File: config.mk
export PLATFORM = sky130hd
export DESIGN_NAME = cpu9_core
export DESIGN_NICKNAME = d
export VERILOG_FILES = /design/src/rtl/cpu9_pkg.sv /design/src/rtl/cpu9_regs.sv /design/src/rtl/cpu9_memio.sv /design/src/rtl/cpu9_ctrl.sv /design/src/rtl/cpu9_core.sv
export SDC_FILE = /design/constraint.sdc
export NUM_CORES = 1
export LEC_CHECK = 0
export BUFFER_PORTS_ARGS = -buffer_cell sky130_fd_sc_hd__buf_2
export CAP_MARGIN = 20
export CORE_MARGIN = 2
export CORE_UTILIZATION = 51
export CTS_CLUSTER_SIZE = 25
export DETAILED_ROUTE_END_ITERATION = 10
export PLACE_DENSITY = 0.68
export SLEW_MARGIN = 20
export SYNTH_ARGS = -nofsm -noshare
export SYNTH_HDL_FRONTEND = slang
export SYNTH_HIERARCHICAL = 1
export SYNTH_SLANG_ARGS = --single-unit
File: constraint.sdc
create_clock -name clk -period 8.2 [get_ports clk]
set_input_delay 1.64 -clock clk [delete_from_list [all_inputs] [get_ports clk]]
set_output_delay 1.64 -clock clk [all_outputs]
set_load 0.01 [all_outputs]
File: src/rtl/cpu9_pkg.sv
package cpu9_pkg;

    localparam int OP_W = 3;

    typedef enum logic [2:0] {
        OP_SUB   = 3'b000,
        OP_ADD   = 3'b001,
        OP_LOAD  = 3'b010,
        OP_STORE = 3'b011,
        OP_READ  = 3'b100,
        OP_WRITE = 3'b101,
        OP_GOTO  = 3'b110,
        OP_BRZ   = 3'b111
    } opcode_e;

    typedef enum logic [1:0] {
        ST_FETCH = 2'd0,
        ST_EXEC  = 2'd1,
        ST_HALT  = 2'd2
    } state_e;

endpackage

File: src/rtl/cpu9_regs.sv
module cpu9_regs #(
    parameter int REG_AW = 2,
    parameter int WORD_W = 9
) (
    input  logic              clk,
    input  logic              rst,
    input  logic              we,
    input  logic [REG_AW-1:0] waddr,
    input  logic [WORD_W-1:0] wdata,
    input  logic [REG_AW-1:0] ra_a,
    input  logic [REG_AW-1:0] ra_b,
    input  logic [REG_AW-1:0] ra_d,
    output logic [WORD_W-1:0] rd_a,
    output logic [WORD_W-1:0] rd_b,
    output logic [WORD_W-1:0] rd_d
);
    localparam int NREGS = 1 << REG_AW;

    logic [WORD_W-1:0] r_q [NREGS];
    logic [NREGS-1:0]  zero_v;

    always_ff @(posedge clk) begin
        for (int i = 0; i < NREGS; i++) begin
            if (rst) begin
                r_q[i] <= '0;
            end else if (we && waddr == REG_AW'(i)) begin
                r_q[i] <= wdata;
            end
        end
    end

    generate
        for (genvar g = 0; g < NREGS; g++) begin : g_zero
            assign zero_v[g] = (r_q[g] == '0);
        end
    endgenerate

    assign rd_a = r_q[ra_a];
    assign rd_b = r_q[ra_b];
    assign rd_d = r_q[ra_d];


    regs_cleared_chk: assert property (@(posedge clk) disable iff (rst)
        $past(rst) |-> (&zero_v));

endmodule

File: src/rtl/cpu9_memio.sv
module cpu9_memio #(
    parameter int MEM_AW = 4,
    parameter int WORD_W = 9
) (
    input  logic              clk,
    input  logic              rst,
    input  logic              ld_en,
    input  logic [MEM_AW-1:0] ld_addr,
    input  logic [WORD_W-1:0] ld_data,
    input  logic [MEM_AW-1:0] addr,
    input  logic              we,
    input  logic [WORD_W-1:0] wdata,
    input  logic              port_we,
    input  logic [WORD_W-1:0] port_wdata,
    input  logic [WORD_W-1:0] in_port,
    output logic [WORD_W-1:0] rdata,
    output logic [WORD_W-1:0] out_data,
    output logic              out_valid
);
    localparam int DEPTH = 1 << MEM_AW;
    localparam logic [MEM_AW-1:0] IN_ADDR  = MEM_AW'(DEPTH - 2);
    localparam logic [MEM_AW-1:0] OUT_ADDR = MEM_AW'(DEPTH - 1);

    logic [WORD_W-1:0] mem_q [DEPTH];
    logic [WORD_W-1:0] out_q;
    logic              valid_q;
    logic              store_out;

    assign store_out = we && (addr == OUT_ADDR);

    // memory is not reset: the image loaded under reset survives it
    always_ff @(posedge clk) begin
        if (ld_en) begin
            mem_q[ld_addr] <= ld_data;
        end else if (we && addr < IN_ADDR) begin
            mem_q[addr] <= wdata;
        end
    end

    assign rdata = (addr == IN_ADDR) ? in_port : mem_q[addr];

    always_ff @(posedge clk) begin
        if (rst) begin
            out_q   <= '0;
            valid_q <= 1'b0;
        end else begin
            valid_q <= port_we || store_out;
            if (port_we) begin
                out_q <= port_wdata;
            end else if (store_out) begin
                out_q <= wdata;
            end
        end
    end

    assign out_data  = out_q;
    assign out_valid = valid_q;


    strobe_pulse_chk: assert property (@(posedge clk) disable iff (rst)
        valid_q |=> !valid_q);


    out_hold_chk: assert property (@(posedge clk) disable iff (rst)
        (!port_we && !store_out) |=> $stable(out_q));

endmodule

File: src/rtl/cpu9_ctrl.sv
module cpu9_ctrl
    import cpu9_pkg::*;
#(
    parameter int REG_AW = 2,
    parameter int WORD_W = OP_W + 3 * REG_AW,
    parameter int MEM_AW = 2 * REG_AW
) (
    input  logic              clk,
    input  logic              rst,
    input  logic [WORD_W-1:0] mem_rdata,
    input  logic [WORD_W-1:0] rf_a,
    input  logic [WORD_W-1:0] rf_b,
    input  logic [WORD_W-1:0] rf_d,
    output logic [MEM_AW-1:0] mem_addr,
    output logic              mem_we,
    output logic [WORD_W-1:0] mem_wdata,
    output logic              port_we,
    output logic [WORD_W-1:0] port_wdata,
    output logic              rf_we,
    output logic [REG_AW-1:0] rf_waddr,
    output logic [WORD_W-1:0] rf_wdata,
    output logic [REG_AW-1:0] ra_a,
    output logic [REG_AW-1:0] ra_b,
    output logic [REG_AW-1:0] ra_d,
    output logic              halted
);
    localparam int DEPTH = 1 << MEM_AW;
    localparam logic [MEM_AW-1:0] IN_ADDR = MEM_AW'(DEPTH - 2);

    state_e            state_q, state_d;
    logic [MEM_AW-1:0] pc_q, pc_d;
    logic [MEM_AW-1:0] cur_q;
    logic [WORD_W-1:0] ir_q;

    opcode_e           op;
    logic [REG_AW-1:0] f_dst, f_s1, f_s2;
    logic [MEM_AW-1:0] f_addr;

    assign op     = opcode_e'(ir_q[WORD_W-1 -: OP_W]);
    assign f_dst  = ir_q[3*REG_AW-1 -: REG_AW];
    assign f_s1   = ir_q[2*REG_AW-1 -: REG_AW];
    assign f_s2   = ir_q[REG_AW-1:0];
    assign f_addr = ir_q[MEM_AW-1:0];

    // state register and sequential context
    always_ff @(posedge clk) begin
        if (rst) begin
            state_q <= ST_FETCH;
            pc_q    <= '0;
            cur_q   <= '0;
            ir_q    <= '0;
        end else begin
            state_q <= state_d;
            pc_q    <= pc_d;
            if (state_q == ST_FETCH) begin
                ir_q  <= mem_rdata;
                cur_q <= pc_q;
            end
        end
    end

    // next state and program counter
    always_comb begin
        state_d = state_q;
        pc_d    = pc_q;
        unique case (state_q)
            ST_FETCH: begin
                state_d = ST_EXEC;
                pc_d    = pc_q + 1'b1;
            end
            ST_EXEC: begin
                state_d = ST_FETCH;
                if (op == OP_GOTO) begin
                    pc_d = f_addr;
                    if (f_addr == cur_q) begin
                        state_d = ST_HALT;
                    end
                end else if (op == OP_BRZ && rf_d == '0) begin
                    pc_d = f_addr;
                end
            end
            ST_HALT: begin
                state_d = ST_HALT;
            end
            default: begin
                state_d = ST_FETCH;
            end
        endcase
    end

    // datapath controls
    always_comb begin
        mem_addr   = pc_q;
        mem_we     = 1'b0;
        mem_wdata  = rf_d;
        port_we    = 1'b0;
        port_wdata = rf_d;
        rf_we      = 1'b0;
        rf_wdata   = '0;
        if (state_q == ST_EXEC) begin
            mem_addr = f_addr;
            unique case (op)
                OP_SUB: begin
                    rf_we    = 1'b1;
                    rf_wdata = rf_a - rf_b;
                end
                OP_ADD: begin
                    rf_we    = 1'b1;
                    rf_wdata = rf_a + rf_b;
                end
                OP_LOAD: begin
                    rf_we    = 1'b1;
                    rf_wdata = mem_rdata;
                end
                OP_STORE: begin
                    mem_we = 1'b1;
                end
                OP_READ: begin
                    mem_addr = IN_ADDR;
                    rf_we    = 1'b1;
                    rf_wdata = mem_rdata;
                end
                OP_WRITE: begin
                    port_we = 1'b1;
                end
                OP_GOTO, OP_BRZ: begin
                    rf_we = 1'b0;
                end
                default: begin
                    rf_we = 1'b0;
                end
            endcase
        end
    end

    assign rf_waddr = f_dst;
    assign ra_a     = f_s1;
    assign ra_b     = f_s2;
    assign ra_d     = f_dst;
    assign halted   = (state_q == ST_HALT);


    reset_start_chk: assert property (@(posedge clk) disable iff (rst)
        $past(rst) |-> (pc_q == '0 && state_q == ST_FETCH && ir_q == '0));


    fetch_advance_chk: assert property (@(posedge clk) disable iff (rst)
        (state_q == ST_FETCH) |=> (pc_q == $past(pc_q) + 1'b1 && state_q == ST_EXEC));


    exec_leaves_chk: assert property (@(posedge clk) disable iff (rst)
        (state_q == ST_EXEC) |=> (state_q != ST_EXEC));


    halt_sticky_chk: assert property (@(posedge clk) disable iff (rst)
        (state_q == ST_HALT) |=> (state_q == ST_HALT && $stable(pc_q)));


    goto_target_chk: assert property (@(posedge clk) disable iff (rst)
        (state_q == ST_EXEC && op == OP_GOTO) |=> (pc_q == $past(f_addr)));

endmodule

File: src/rtl/cpu9_core.sv
module cpu9_core #(
    parameter int REG_AW = 2,
    parameter int WORD_W = cpu9_pkg::OP_W + 3 * REG_AW,
    parameter int MEM_AW = 2 * REG_AW
) (
    input  logic              clk,
    input  logic              rst,
    input  logic              ld_en,
    input  logic [MEM_AW-1:0] ld_addr,
    input  logic [WORD_W-1:0] ld_data,
    input  logic [WORD_W-1:0] in_port,
    output logic [WORD_W-1:0] out_data,
    output logic              out_valid,
    output logic              halted
);
    logic [MEM_AW-1:0] mem_addr;
    logic              mem_we;
    logic [WORD_W-1:0] mem_wdata, mem_rdata;
    logic              port_we;
    logic [WORD_W-1:0] port_wdata;
    logic              rf_we;
    logic [REG_AW-1:0] rf_waddr, ra_a, ra_b, ra_d;
    logic [WORD_W-1:0] rf_wdata, rf_a, rf_b, rf_d;

    cpu9_ctrl #(.REG_AW(REG_AW), .WORD_W(WORD_W), .MEM_AW(MEM_AW)) u_ctrl (
        .clk(clk), .rst(rst),
        .mem_rdata(mem_rdata), .rf_a(rf_a), .rf_b(rf_b), .rf_d(rf_d),
        .mem_addr(mem_addr), .mem_we(mem_we), .mem_wdata(mem_wdata),
        .port_we(port_we), .port_wdata(port_wdata),
        .rf_we(rf_we), .rf_waddr(rf_waddr), .rf_wdata(rf_wdata),
        .ra_a(ra_a), .ra_b(ra_b), .ra_d(ra_d),
        .halted(halted)
    );

    cpu9_regs #(.REG_AW(REG_AW), .WORD_W(WORD_W)) u_regs (
        .clk(clk), .rst(rst),
        .we(rf_we), .waddr(rf_waddr), .wdata(rf_wdata),
        .ra_a(ra_a), .ra_b(ra_b), .ra_d(ra_d),
        .rd_a(rf_a), .rd_b(rf_b), .rd_d(rf_d)
    );

    cpu9_memio #(.MEM_AW(MEM_AW), .WORD_W(WORD_W)) u_mem (
        .clk(clk), .rst(rst),
        .ld_en(ld_en), .ld_addr(ld_addr), .ld_data(ld_data),
        .addr(mem_addr), .we(mem_we), .wdata(mem_wdata),
        .port_we(port_we), .port_wdata(port_wdata),
        .in_port(in_port), .rdata(mem_rdata),
        .out_data(out_data), .out_valid(out_valid)
    );


    no_strobe_halted_chk: assert property (@(posedge clk) disable iff (rst)
        halted |=> !out_valid);

endmodule

==> impl_metrics.env, run 1 <==
export IMPL_status="finished, final reports clean"
export IMPL_yosysUniqueCellTypes=53
export IMPL_r2r_end="u_mem/mem_q[11][2]"
export IMPL_syn_cell_area_mm2=0.009848
export IMPL_ys_warn_count=6
export IMPL_critPathKind="reg2reg"
export IMPL_place_hpwl_mm=15.04
export IMPL_grt_overflow=0
export IMPL_timing_reg2reg_setup_slack_ns=3.63
export IMPL_rr_worst_depth=8
export IMPL_io_buffer_count=35
export IMPL_grt_max_degree=44
export IMPL_yosysSeqAreaShare_pct=58.04
export IMPL_dieArea_mm2=0.02044
export IMPL_dr_pass1_iters=6
export IMPL_max_freq_ghz=0.2187
export IMPL_rr_startpoint="u_ctrl/ir_q[8]"
export IMPL_cap_viol_max_count=0
export IMPL_power_density_mw_per_mm2=251.1
export IMPL_post_cts_setup_buffers=0
export IMPL_synth_seq_cells=200
export IMPL_cts_resized=0
export IMPL_hold_start="u_ctrl/cur_q[0]"
export IMPL_worstHoldPathCells=2
export IMPL_synthArstFlopShare_pct=0
export IMPL_rsz0062_at_grt="no"
export IMPL_clkSinkCount=200
export IMPL_finalSetupViolCount=0
export IMPL_via_per_inst=6.099
export IMPL_finalCritPeriodShare_pct=55.75
export IMPL_finalPower_mw=2.636
export IMPL_cts_root_buf="clkbuf_16"
export IMPL_synthCells=736
export IMPL_clock_skew_ns=0.01886
export IMPL_synth_ff_type="edfxtp_1"
export IMPL_clock_path_buffers=2
export IMPL_ctsHoldBuffers=0
export IMPL_ant_nets=0
export IMPL_tightest_slew_ns=1.048
export IMPL_final_nets=760
export IMPL_cts_tree="done"
export IMPL_worstPathRequired_ns=8.26
export IMPL_wl_per_cell_um=22.17
export IMPL_holdPathEnd="u_ctrl/cur_q[0]"
export IMPL_area_delta_synth_final_pct=6.581
export IMPL_start_util_pct=52.30
export IMPL_worst_skew_pair_late_latency_ns=0.44
export IMPL_place_gp_congestion=0.9037
export IMPL_coreArea_mm2=0.01883
export IMPL_track_usage_pct=22.72
export IMPL_nFillCells=1477
export IMPL_cts_buffers=17
export IMPL_start_kind="flop"
export IMPL_die_h_um=143.0
export IMPL_die_x_um=143.0
export IMPL_slew_violations=0
export IMPL_cp_end_kind="flop"
export IMPL_peakVddDrop_mv=0.1020
export IMPL_critPathMaxFanout=42
export IMPL_antenna_found_initial=0
export IMPL_num_antenna_cells=0
export IMPL_drc=0
export IMPL_io_pins=36
export IMPL_vias=6081
export IMPL_finalCriticalPeriod_ns=4.572
export IMPL_leakage_nw=3.576
export IMPL_setup_tns_ns=0
export IMPL_num_rows=50
export IMPL_drive_gt1_share_pct=17.91
export IMPL_wl_mm=22.11
export IMPL_holdCritPathClass="reg2reg"
export IMPL_cp_arrival_ns=4.63
export IMPL_clkTransAtPathRegs_ns=0.07
export IMPL_final_cell_mix="edfxtp_1 (171), nor2_1 (92), nand2_1 (47)"
export IMPL_grt_pass1_vias=6027
export IMPL_avgSynthCellArea_um2=13.38
export IMPL_hold_violations=0
export IMPL_grt_pass1_wl_mm=34.23
export IMPL_ctsHtreeMaxLevel=4
export IMPL_mappedNetlistNets=772
export IMPL_final_common_cell="edfxtp_1"
export IMPL_slew_headroom_pct=29.96
export IMPL_dr_first_iter_drc_count=625
export IMPL_synth_edf_count=171
-- registers in the layout (all words and copies together), names as in the netlist --
signal           count
u_ctrl/cur_q         4
u_ctrl/ir_q          9
u_ctrl/pc_q          4
u_ctrl/state_q       2
u_mem/mem_q        135
u_mem/out_data       9
u_mem/out_valid      1
u_regs/r_q          36
-- worst max-delay path, cell delays in order (launching register included) --
cell,delay [ns]
dfxtp_1,0.52
nor3b_1,0.60
o21ai_0,0.19
nand2_2,0.51
buf_4,0.57
nand3_1,0.17
nand2_1,0.50
mux2_2,0.45
nor2_1,0.69
-- Yosys cell counts, drive strengths merged (4+ instances only) --
master / n / area share (%)
o22ai: 18 / 1.1
a211oi: 10 / 0.76
a22oi: 5 / 0.38
mux2i: 39 / 4.0
xor2: 9 / 0.80
dfxtp: 29 / 5.9
nand3b: 11 / 0.84
nand3: 4 / 0.20
mux2: 11 / 1.3
nor3b: 4 / 0.30
nor3: 6 / 0.30
a22o: 4 / 0.36
inv: 7 / 0.27
clkbuf: 19 / 0.97
nand2: 48 / 1.8
a211o: 9 / 0.80
ha: 10 / 1.3
a21oi: 45 / 2.3
nor2b: 14 / 0.89
o21bai: 6 / 0.46
buf: 53 / 4.1
o21ai: 21 / 1.1
nand2b: 9 / 0.57
nor2: 92 / 3.5
xnor2: 10 / 0.89
mux4: 45 / 10
edfxtp: 171 / 52
-- cell families after synthesis --
group / count (synthesis) / synth area share [%]
buffers and inverters: 80 / 5.361
adder cells (fa/ha/maj): 12 / 1.575
AO/OA/AOI/OAI: 130 / 8.360
AND/OR/NAND/NOR: 200 / 9.351
multiplexers: 95 / 15.63
XOR/XNOR: 19 / 1.690
flip-flops: 200 / 58.04
-- metal layers --
metal	vias up	GRT usage, %	part of all wire, %
met2	259	36.09	47
li1	2730	-	-
met5	-	0	0
met4	0	8.129	2.3
met3	36	4.125	7.3
met1	3056	31.63	43
-- worst max path at each step --
stage	start	slack, ns	end	cells after the start
6_report	u_ctrl/ir_q[8]	3.63	u_mem/mem_q[11][2]	8
5_1_grt	u_ctrl/ir_q[8]	3.30	u_mem/mem_q[5][0]	8
4_1_cts	u_ctrl/ir_q[8]	3.67	u_mem/mem_q[1][0]	8
3_5_place_dp	u_ctrl/ir_q[8]	3.67	u_mem/mem_q[1][4]	8
3_3_place_gp	u_ctrl/state_q[0]	3.86	u_mem/mem_q[7][2]	8
2_1_floorplan	u_ctrl/ir_q[0]	4.64	u_regs/r_q[3][8]	16
-- power breakdown --
group          internal, mW  leakage (nW)  total (mW)  switching, mW
Combinational         0.263          1.46       0.623          0.360
Sequential             1.14          1.83        1.19         0.0469
Clock                 0.435         0.283       0.825          0.391
-- area by class of cell --
cell class | instances | area (µm²) | area share [%]
inverters | 8 | 30.03 | 0.2861
repair buffers | 41 | 220.2 | 2.098
clock buffers | 19 | 432.9 | 4.124
multi-input cells | 456 | 3618 | 34.47
clock inverters | 13 | 153.9 | 1.466
flip-flops and latches | 200 | 5715 | 54.45
well taps | 260 | 325.3 | 3.099
-- per-stage QoR --
| step | instance area [µm²] | util, % | std cells | setup slack, ns | hold slack, ns |
|---|---|---|---|---|---|
| finish | 10500 | 55.74 | 997 | 3.628 | 0.4763 |
| global placement | 9910 | 52.62 | 965 | 3.858 | 0.4577 |
| floorplan | 9848 | - | 736 | 4.639 | 0.4478 |
| CTS | 10500 | 55.74 | 997 | 3.668 | 0.4784 |
| global route | 10500 | 55.74 | 997 | 3.296 | 0.5028 |
| detailed placement | 9910 | 52.62 | 965 | 3.668 | 0.4606 |
Power figures use the tool's default switching activity.
==> run 2: changes to the inputs <==
--- a/config.mk
+++ b/config.mk
@@ -5,6 +5,7 @@
 export SDC_FILE = /design/constraint.sdc
 export NUM_CORES = 1
 export LEC_CHECK = 0
+export ABC_AREA = 1
 export BUFFER_PORTS_ARGS = -buffer_cell sky130_fd_sc_hd__buf_2
 export CAP_MARGIN = 20
 export CORE_MARGIN = 2
==> constraint.sdc (replaced) <==
create_clock -name clk -period 4.4 [get_ports clk]
set_input_delay 0.88 -clock clk [delete_from_list [all_inputs] [get_ports clk]]
set_output_delay 0.88 -clock clk [all_outputs]
set_load 0.01 [all_outputs]
==> run 2 against run 1 <==
Cell count up 60%. Clock skew down 0.0068 ns. Sequential power grew 85%. Via count grew 44%. Clock power increased by 89%. Highest routed layer unchanged.
==> impl_metrics.env, run 2 <==
export IMPL_drc=0
export IMPL_cts_buffers=17
export IMPL_post_cts_setup_buffers=0
export IMPL_mappedNetlistNets=1342
export IMPL_holdPathEnd="u_mem/out_data[0]"
export IMPL_crit_path_frequent_cell="nand2_1"
export IMPL_via_per_inst=5.498
export IMPL_p_sw_mw=2.266
export IMPL_holdCritPathClass="reg2reg"
export IMPL_worstPathRequired_ns=4.45
export IMPL_critPathKind="reg2reg"
export IMPL_critical_path_buf_inv_count=3
export IMPL_netlist_top_cells_count="nand2_1 (417), edfxtp_1 (171), nor2_1 (143)"
export IMPL_grt_max_degree=50
export IMPL_wl_mm=27.98
export IMPL_cts_resized=0
export IMPL_slew_headroom_pct=34.23
export IMPL_ctsHtreeMaxLevel=4
export IMPL_multi_input_comb_area_mm2=0.004001
export IMPL_wl_per_cell_um=17.51
export IMPL_p_seq_share_pct=37.9
export IMPL_hold_violations=0
export IMPL_avgSynthCellArea_um2=8.246
export IMPL_num_rows=53
export IMPL_finalCriticalPeriod_ns=3.774
export IMPL_slew_violations=0
export IMPL_synth_ff_type="edfxtp_1"
export IMPL_place_gp_congestion=0.9152
export IMPL_grt_pass1_wl_mm=43.13
export IMPL_rsz0062_at_grt="no"
export IMPL_finalSetupViolCount=0
export IMPL_vias=8786
export IMPL_p_int_mw=3.532
export IMPL_cts_tree="done"
export IMPL_place_hpwl_mm=19.40
export IMPL_ctsHoldBuffers=0
export IMPL_biggestRegsByFlops="u_mem/mem_q (135), u_regs/r_q (36)"
export IMPL_clock_path_buffers=2
export IMPL_clock_skew_ns=0.01203
export IMPL_hold_start="u_mem/out_data[0]"
export IMPL_io_pins=36
export IMPL_leakage_nw=5.037
export IMPL_area_delta_synth_final_pct=7.935
export IMPL_finalCritPeriodShare_pct=85.78
export IMPL_preCtsSetupSlack_ns=0.7185
export IMPL_num_antenna_cells=0
export IMPL_instances_no_fill=1598
export IMPL_ant_nets=0
export IMPL_status="finished, final reports clean"
export IMPL_die_h_um=149.3
export IMPL_nFillCells=1834
export IMPL_cp_slowest_cell="nor2_1"
export IMPL_synth_area_leaders="edfxtp_1 (48%), nand2_1 (15%), nand3_1 (6.4%)"
export IMPL_drive_gt1_share_pct=10.28
export IMPL_track_usage_pct=25.58
export IMPL_syn_cell_area_mm2=0.01077
export IMPL_final_nets=1346
export IMPL_yosysSeqAreaShare_pct=53.07
export IMPL_hold_ws_ns=0.4694
export IMPL_timing_reg2reg_setup_slack_ns=0.63
export IMPL_synthArstFlopShare_pct=0
export IMPL_final_common_cell="nand2_1"
export IMPL_cap_viol_max_count=0
export IMPL_rr_startpoint="u_ctrl/ir_q[8]"
export IMPL_largest_register_ffs=135
export IMPL_final_seq_area_mm2=0.005715
export IMPL_critical_path_top_delay_family="simple AND/OR/NAND/NOR gates"
export IMPL_synth_edf_count=171
export IMPL_ys_warn_count=6
export IMPL_synth_top_cell_by_area="edfxtp_1"
export IMPL_clkSinkCount=200
export IMPL_finalPower_mw=5.798
export IMPL_io_buffer_count=35
export IMPL_sw_frac_of_total_pct=39.08
export IMPL_cp_arrival_ns=3.83
export IMPL_max_freq_ghz=0.2650
export IMPL_dr_first_iter_drc_count=1014
export IMPL_start_kind="flop"
export IMPL_max_stage_delay_ns=0.78
export IMPL_grt_pass1_vias=7852
export IMPL_grt_overflow=0
export IMPL_cts_root_buf="clkbuf_16"
export IMPL_yosysUniqueCellTypes=43
export IMPL_peakVddDrop_mv=0.2687
export IMPL_worstHoldPathCells=2
export IMPL_dr_pass1_iters=6
export IMPL_die_x_um=149.3
export IMPL_power_density_mw_per_mm2=498.8
export IMPL_top_register="u_mem/mem_q"
export IMPL_worst_slack_ns=0.6258
export IMPL_synth_most_common_cell="nand2_1"
export IMPL_critPathMaxFanout=27
export IMPL_tightest_slew_ns=0.9800
export IMPL_coreArea_mm2=0.02089
export IMPL_path_cells="inv_4, nor2_1, nand2_1, o211ai_1, buf_4, nand2_1, inv_2, nand2_2, nand3_4, nand2_1, o21ai_0, nand3_1, nor2_1"
export IMPL_fin_util_pct=55.65
export IMPL_final_area_mm2=0.01162
export IMPL_start_util_pct=51.55
export IMPL_rr_worst_depth=13
export IMPL_worst_skew_pair_late_latency_ns=0.44
export IMPL_pwr_share_comb_pct=35.1
export IMPL_power_frac_clock_pct=27.0
export IMPL_setup_tns_ns=0
export IMPL_final_cell_mix="nand2_1 (417), edfxtp_1 (171), nor2_1 (143)"
export IMPL_synth_top_area_share_pct=47.68
export IMPL_dp_cells=1566
export IMPL_antenna_found_initial=1
export IMPL_synth_seq_cells=200
export IMPL_dieArea_mm2=0.02229
export IMPL_synthCells=1306
export IMPL_placed_area_mm2=0.01102
export IMPL_clkTransAtPathRegs_ns=0.08
export IMPL_cp_end_kind="flop"
export IMPL_r2r_end="u_mem/mem_q[6][6]"
## run 2: worst max-delay path by stage
stage / startpoint / endpoint / depth (start not counted)
after detailed placement: u_ctrl/ir_q[8] / u_mem/mem_q[6][7] / 13
after global placement: u_ctrl/ir_q[8] / u_mem/mem_q[6][3] / 13
after global routing: u_ctrl/ir_q[8] / u_mem/mem_q[6][3] / 13
after floorplan: u_ctrl/ir_q[0] / u_regs/r_q[1][6] / 22
final: u_ctrl/ir_q[8] / u_mem/mem_q[6][6] / 13
after CTS: u_ctrl/ir_q[8] / u_mem/mem_q[6][6] / 13
## run 2: per-layer routing
metal	up-vias	part of all wire [%]	track usage, %	routed length [µm]
li1	4221	-	-	-
met1	4062	43	36.33	11990
met2	450	46	39.75	12780
met3	53	8.6	4.251	2408
met4	0	2.8	9.429	792
met5	-	0	0	0
## run 2: layout make-up
cell class	count	area share (%)
repair buffers	57	3.036
flip-flops and latches	200	49.17
multi-input cells	875	34.42
well taps	275	2.960
inverters	159	5.178
clock inverters	14	1.539
clock buffers	18	3.692
## run 2: kinds of logic (layout without fill, tap and decap cells)
group,after synthesis,in the layout,share of synthesized area (%)
AOI/OAI and AO/OA,109,109,5.495
xor gates and xnor gates,9,9,0.7319
adders and majority gates,11,11,1.348
buffers and inverters,231,248,10.04
DFF,200,200,53.07
muxes,4,4,0.4182
and+or+nand+nor,742,742,28.90
## run 2: tightest hold or removal path: cells and delay by family (launching register included)
kind | cells | cell delay (ns)
and+or+nand+nor | 1 | 0.06
DFF | 1 | 0.32
AOI/OAI and AO/OA | 1 | 0.05
## run 2: power groups by stage
stage / sequential [mW] / clock (mW) / combinational, mW
floorplan: 2.21 / 0 / 1.59
global placement: 2.24 / 0 / 1.97
detailed placement: 2.24 / 0 / 1.99
CTS: 2.19 / 1.59 / 2.01
global route: 2.21 / 1.66 / 2.26
finish: 2.20 / 1.56 / 2.04
